### config.mk
export PLATFORM = sky130hd
export DESIGN_NAME = ep_status
export DESIGN_NICKNAME = d
export VERILOG_FILES = /design/src/rtl/ep_stat_pkg.sv /design/src/rtl/ep_halt_trk.sv /design/src/rtl/ep_xfer_end.sv /design/src/rtl/ep_fifo_lvl.sv /design/src/rtl/ep_status.sv
export SDC_FILE = /design/constraint.sdc
export NUM_CORES = 1
export LEC_CHECK = 0
export BUFFER_PORTS_ARGS = -buffer_cell sky130_fd_sc_hd__buf_2
export CAP_MARGIN = 5
export CORE_UTILIZATION = 42
export CTS_CLUSTER_DIAMETER = 200
export DETAILED_ROUTE_END_ITERATION = 12
export PLACE_DENSITY = 0.88
export REMOVE_ABC_BUFFERS = 1
export SLEW_MARGIN = 25
export SYNTH_ARGS = -nofsm -noshare
export SYNTH_HDL_FRONTEND = slang
export SYNTH_SLANG_ARGS = --single-unit
### constraint.sdc
create_clock -name clk -period 2.26 [get_ports clk]
set_input_delay 0.113 -clock clk [delete_from_list [all_inputs] [get_ports clk]]
set_output_delay 0.113 -clock clk [all_outputs]
set_load 0.02 [all_outputs]
### src/rtl/ep_stat_pkg.sv
package ep_stat_pkg;
    localparam int unsigned NUM_FLAGS = 5;
    localparam int unsigned STS_W     = 16;
    localparam int unsigned RSVD_W    = STS_W - 3 - NUM_FLAGS;

    localparam int unsigned F_LVL    = 0;
    localparam int unsigned F_HALT   = 1;
    localparam int unsigned F_UNHALT = 2;
    localparam int unsigned F_EOP    = 3;
    localparam int unsigned F_EOT    = 4;

    typedef logic [NUM_FLAGS-1:0] flag_vec_t;

    typedef struct packed {
        flag_vec_t pend;
        flag_vec_t mask;
    } sts_state_t;
endpackage

### src/rtl/ep_halt_trk.sv
module ep_halt_trk (
    input  logic clk,
    input  logic rst_n,
    input  logic set_req,
    input  logic clr_req,
    output logic halted_o,
    output logic halt_evt_o,
    output logic unhalt_evt_o
);
    logic halt_d, halt_q;

    always_comb begin
        halt_d = halt_q;
        if (set_req)      halt_d = 1'b1;
        else if (clr_req) halt_d = 1'b0;
        halt_evt_o   = halt_d & ~halt_q;
        unhalt_evt_o = ~halt_d & halt_q;
    end

    always_ff @(posedge clk or negedge rst_n) begin
        if (!rst_n) halt_q <= 1'b0;
        else        halt_q <= halt_d;
    end

    assign halted_o = halt_q;
endmodule

### src/rtl/ep_xfer_end.sv
module ep_xfer_end #(
    parameter int unsigned PKT_W = 11
) (
    input  logic             clk,
    input  logic             rst_n,
    input  logic             pkt_done,
    input  logic [PKT_W-1:0] pkt_len,
    input  logic [PKT_W-1:0] max_len,
    output logic             eot_evt_o
);
    logic full_d, full_q;
    logic zlp, short_pkt;

    always_comb begin
        zlp       = (pkt_len == '0);
        short_pkt = !zlp && (pkt_len < max_len);
        eot_evt_o = pkt_done && (short_pkt || (zlp && full_q));
        full_d    = full_q;
        if (pkt_done) begin
            if (eot_evt_o)  full_d = 1'b0;
            else if (!zlp)  full_d = 1'b1;
        end
    end

    always_ff @(posedge clk or negedge rst_n) begin
        if (!rst_n) full_q <= 1'b0;
        else        full_q <= full_d;
    end
endmodule

### src/rtl/ep_fifo_lvl.sv
module ep_fifo_lvl #(
    parameter int unsigned LVL_W = 8
) (
    input  logic             clk,
    input  logic             rst_n,
    input  logic             is_in,
    input  logic [LVL_W-1:0] level,
    input  logic [LVL_W-1:0] thresh,
    output logic             lvl_evt_o
);
    logic cond_d, cond_q;

    always_comb begin
        cond_d    = is_in ? (level < thresh) : (level > thresh);
        lvl_evt_o = cond_d & ~cond_q;
    end

    always_ff @(posedge clk or negedge rst_n) begin
        if (!rst_n) cond_q <= 1'b0;
        else        cond_q <= cond_d;
    end
endmodule

### src/rtl/ep_status.sv
module ep_status
    import ep_stat_pkg::*;
#(
    parameter int unsigned PKT_W = 11,
    parameter int unsigned LVL_W = 8
) (
    input  logic             clk,
    input  logic             rst_n,
    input  logic             cfg_is_in,
    input  logic             cfg_present,
    input  logic [PKT_W-1:0] cfg_max_pkt,
    input  logic [LVL_W-1:0] cfg_fifo_thresh,
    input  logic             pkt_done,
    input  logic [PKT_W-1:0] pkt_len,
    input  logic             stall_sent,
    input  logic             feat_set_halt,
    input  logic             feat_clr_halt,
    input  logic [LVL_W-1:0] fifo_level,
    input  logic             sts_w1c_en,
    input  logic             mask_wr_en,
    input  logic [4:0]       wr_bits,
    output logic [15:0]      status_o,
    output logic [4:0]       mask_o,
    output logic             irq_o,
    output logic             nak_out_o
);
    sts_state_t st_d, st_q;
    flag_vec_t  evt, clr;
    logic       halted, halt_evt, unhalt_evt, eot_evt, lvl_evt;

    ep_halt_trk u_halt (
        .clk          (clk),
        .rst_n        (rst_n),
        .set_req      (feat_set_halt | stall_sent),
        .clr_req      (feat_clr_halt),
        .halted_o     (halted),
        .halt_evt_o   (halt_evt),
        .unhalt_evt_o (unhalt_evt)
    );

    ep_xfer_end #(.PKT_W(PKT_W)) u_xfer (
        .clk       (clk),
        .rst_n     (rst_n),
        .pkt_done  (pkt_done),
        .pkt_len   (pkt_len),
        .max_len   (cfg_max_pkt),
        .eot_evt_o (eot_evt)
    );

    ep_fifo_lvl #(.LVL_W(LVL_W)) u_lvl (
        .clk       (clk),
        .rst_n     (rst_n),
        .is_in     (cfg_is_in),
        .level     (fifo_level),
        .thresh    (cfg_fifo_thresh),
        .lvl_evt_o (lvl_evt)
    );

    always_comb begin
        evt           = '0;
        evt[F_LVL]    = lvl_evt;
        evt[F_HALT]   = halt_evt;
        evt[F_UNHALT] = unhalt_evt;
        evt[F_EOP]    = pkt_done;
        evt[F_EOT]    = eot_evt;
        clr           = sts_w1c_en ? flag_vec_t'(wr_bits) : '0;

        st_d      = st_q;
        st_d.pend = (st_q.pend & ~clr) | evt;
        if (mask_wr_en) st_d.mask = flag_vec_t'(wr_bits);
    end

    always_ff @(posedge clk or negedge rst_n) begin
        if (!rst_n) st_q <= '0;
        else        st_q <= st_d;
    end

    assign status_o  = {halted, cfg_is_in, cfg_present, {RSVD_W{1'b0}}, st_q.pend};
    assign mask_o    = st_q.mask;
    assign irq_o     = |(st_q.pend & st_q.mask);
    assign nak_out_o = ~cfg_is_in & st_q.pend[F_EOT];
endmodule

# [After elaboration in Yosys (flattened, before gate mapping)]
# Index checks and enable logic that the tools add are counted.
# W data, S select, Z words.
[word_totals] reg_bits=13 elab_cells=36
[op_classes] n_lt_le_gt_ge=3 n_eq_ne=1 n_mux=6 bitwise=13 n_reduce_logical=8
[op_table] cell="$logic_not A11 Y1" n=1
[op_table] cell="$lt A11 B11 Y1" n=1
[op_table] cell="$and A5 B5 Y5" n=2
[op_table] cell="$gt A8 B8 Y1" n=1
[op_table] cell="$lt A8 B8 Y1" n=1
[op_table] cell="$mux W1" n=5
[op_table] cell="$mux W5" n=1
[op_table] cell="$not A5 Y5" n=1
[op_table] cell="$or A5 B5 Y5" n=1
[op_table] cell="$reduce_or A5 Y1" n=1
[op_table] cell="$and A1 B1 Y1" n=4
[op_table] cell="$not A1 Y1" n=4
[op_table] cell="$logic_and A1 B1 Y1" n=3
[op_table] cell="$ne A2 B2 Y1 const B" n=1
[op_table] cell="$reduce_and A2 Y1" n=1
[op_table] cell="$logic_not A1 Y1" n=1
[op_table] cell="$logic_or A1 B1 Y1" n=1
[op_table] cell="$or A1 B1 Y1" n=1

# [Logic depth before layout (Yosys ltp)]
[depth] depth_word=7 ltp_mapped=7 depth_no_buf=7

# [Hierarchy]
# From an unflattened synthesis, not the netlist that was laid out.
[hier_totals] cells_unflattened=128 area_unflattened_um2=1122.3
[by_module_without_submodules] module="ep_status" instances=1 cells_each=42 area_each_um2=483.0 seq_area_each_um2=250.2
[by_module_without_submodules] module="ep_xfer_end" instances=1 cells_each=47 area_each_um2=334.1 seq_area_each_um2=25.0
[by_module_without_submodules] module="ep_fifo_lvl" instances=1 cells_each=33 area_each_um2=252.7 seq_area_each_um2=25.0
[by_module_without_submodules] module="ep_halt_trk" instances=1 cells_each=6 area_each_um2=52.6 seq_area_each_um2=25.0

# [Least setup slack after synthesis]
# OpenSTA, ideal clock, no wires.
[synth_path] kind="input to register" start="input port cfg_fifo_thresh[1]" end="register st_q, in the netlist status_o[0]" arrival_time_ns=1.095 required_ns=2.182 path_slack_ns=1.086 stages=7 n_path_buf=0 path_cell_list="inv_1 ha_1 nor2b_4 o211ai_2 a21oi_2 o41ai_1 o21bai_1"
[synth_rtl] item="start, declared" line_no="ep_status.sv:12" rtl="input logic [LVL_W-1:0] cfg_fifo_thresh,"
[synth_rtl] item="end signal, assigned" line_no="ep_status.sv:75" rtl="else st_q <= st_d;"
[synth_rtl] item="end, declared" line_no="ep_status.sv:27" rtl="sts_state_t st_d, st_q;"

# [Worst setup path in the final report]
[layout_path] start="register st_q, in the netlist mask_o[0]" end="output port irq_o"
[layout_between] elab_chain_len=2
[layout_rtl] item="$and A5 B5 Y5" line_no="ep_status.sv:80" rtl="assign irq_o = |(st_q.pend & st_q.mask);"
[layout_rtl] item="$reduce_or A5 Y1" line_no="ep_status.sv:80"
[layout_rtl] item="end, declared" line_no="ep_status.sv:24" rtl="output logic irq_o,"
# Every way passes these cells.

==> out/results.ini <==
[timing]
final_hold_viol_count = 0
fmax_mhz = 718.3
skew_ns = 0.0001555
rsz0062_at_grt = false
layout_setup_ws_ns = 0.8678
report.final.slew_viol_count = 0
min_period_ns = 1.392
min_period_over_period_pct = 61.60
setup_tns_ns = 0
setup_violations = 0
hold-worst-slack_ns = 0.04003

[synth]
async_flop_share_pct = 100.0
synth_top_area_share_pct = 29.68
post_synth_instance_area_mm2 = 0.001096
syn_area_per_cell_um2 = 8.768
synth_common_cells = 21 x inv_1, 18 x ha_1, 14 x nand2_1, 13 x dfrtp_1, 11 x buf_4
synthDistinctLibCells = 30
yosys_warnings = 0
synth_area_leaders = dfrtp_1 30%, ha_1 21%, buf_4 7.5%, inv_1 7.2%, mux2_2 5.1%
ys_seq_elements = 13
yosysSeqAreaShare_pct = 29.68
synth_top_cell_by_area = dfrtp_1
postSynthCellCount = 125
synth_edf_count = 0
synth_ff_type = dfrtp_1
yosysMostFrequentCell = inv_1

[setup_path]
cp_max_fo = 3
critPathKind = flop to output pin
arrival_ns = 1.28
crit_path_start_kind = flop
required_ns = 2.15
worstPathCellList = a222oi_1, nand2_1, buf_2
cp_slowest_cell = dfrtp_1
slowest_delay_ns = 0.40
path_delay_family = flip-flops
cp-end-kind = output pin
worst-path-buf-inv = 1

[grt]
grt_pass1_wl_mm = 3.850
gr-usage-all-layers_pct = 18.82
antenna_found_initial = 0
grt_pass1_vias = 955
grt_max_degree = 14
gr-total-overflow = 0

[power_and_ir_drop]
leakage_uw = 0.0008279
powerDensity_mw_per_mm2 = 474.5
totalPowerFinal_uw = 682.8
ir_worst_vdd_v = 0.0004004

[place]
hpwlAfterDp_mm = 2.063
place_congestion = 0.7895
pre_cts_ws_ns = 0.8479
numPortBuffers = 65

[floorplanning]
dieArea_mm2 = 0.002818
start_util_pct = 44.24
core_area_mm2 = 0.002477
io_pins = 76
dieWidth_um = 53.09
fp-row-count = 18
dieHeight_um = 53.09

[layout]
fill_cells = 232
multi_input_comb_area_um2 = 635.6
antenna_cells = 0
nets = 263
drive_gt1_share_pct = 39.79
syn_to_final_growth_pct = 31.28
seqCellArea_um2 = 325.3

[flow_run]
max_cap_violations = 0

[clocking]
cts_setup_buffers = 0
postCtsHoldBufs = 1
clock_latency_ns = 0.27
htree_levels = 1
root_buffer = clkbuf_4
cts.clk_slew.worst_paths_ns = 0.08
cts_made_buffers = 3
clock-sinks = 13
cts_resized = 0
tritoncts = yes
clock_path_buffers = 2

[route]
drt_first_iter_violations = 10
drt-total-wl_mm = 2.373
drcViolationCount = 0
drtAntennaViolNets = 0
drt_first_pass_iters = 4
detail_route.wl_per_cell_um = 10.74
vias = 1092
via_per_inst = 4.941

[outcome]
status = finished, final reports clean

[min_path]
hold_path_class = input port to flop

-- metrics by stage --
stage,utilization [%],cell area [um2],std cells
detailed placement,56.62,1403,216
floorplan,-,1040,121
global placement,56.62,1403,216
finish,58.08,1439,221
CTS,58.08,1439,221
global route,58.08,1439,221
-- report_power, final --
| group | switching [uW] | internal [uW] |
|---|---|---|
| sequential | 21.3 | 260 |
| clock | 74.0 | 68.5 |
| combinational | 144 | 115 |
-- final cells by class --
class	count	area share, %
Multi-Input combinational cell	87	44.17
Timing Repair Buffer	66	23.30
Sequential cell	13	22.61
Inverter	21	5.478
Tap cell	30	2.609
Clock buffer	4	1.826
-- path summary, 6_finish.rpt --
check | from | endpoint | slack (ns) | cells after the start
worst max register to register | u_lvl.cond_q | status_o[0] | 1.27 | 2
max in group asynchronous | rst_n | status_o[2] | 1.79 | 2
min in group asynchronous | rst_n | mask_o[1] | 0.26 | 2
worst min-delay path | feat_clr_halt | u_halt.halted_o | 0.04 | 2
worst min register to register | u_lvl.cond_q | status_o[0] | 0.49 | 1
worst max-delay path | mask_o[0] | irq_o | 0.87 | 3
-- registers in the layout (all words and copies together), names as in the netlist --
register / flops
u_halt.halted_o: 1
u_xfer.full_q: 1
u_lvl.cond_q: 1
mask_o: 5
status_o: 5
-- cell usage in the layout (no fill, tap or decap), drive strengths merged, types with 2 or more instances in the layout --
cell | netlist | layout
inv | 21 | 21
ha | 18 | 18
buf | 11 | 65
nand3 | 3 | 3
nand4 | 4 | 4
nor3 | 2 | 2
a21o | 2 | 2
o21ai | 6 | 6
dfrtp | 13 | 13
nor4 | 2 | 2
a21oi | 9 | 9
nor2b | 2 | 2
mux2 | 5 | 5
clkbuf | 0 | 4
nand2 | 14 | 14
conb | 1 | 8
-- routing by layer --
layer  part of all wire (%)  vias to the layer above  GRT usage [%]
li1                       -                      553              -
met1                     40                      478          20.14
met2                     51                       54          35.86
met3                    7.0                        7          4.310
met4                    1.5                        0          5.702
met5                      0                        -              0
-- worst register-to-register path, cell delays in order (launching register included) --
cell and delay (ns):
dfrtp_1 0.39, o41ai_1 0.36, o21bai_1 0.17
-- logic make-up (layout without fill, tap and decap cells) --
group	Yosys count	count (layout)	synth area share, %
flops	13	13	29.68
mux	5	5	5.137
other cells	1	8	0.3421
buf+inv	32	91	14.73
simple gates	29	29	13.24
compound gates	27	27	16.32
fa+ha+maj	18	18	20.55
Power figures use the tool's default switching activity.
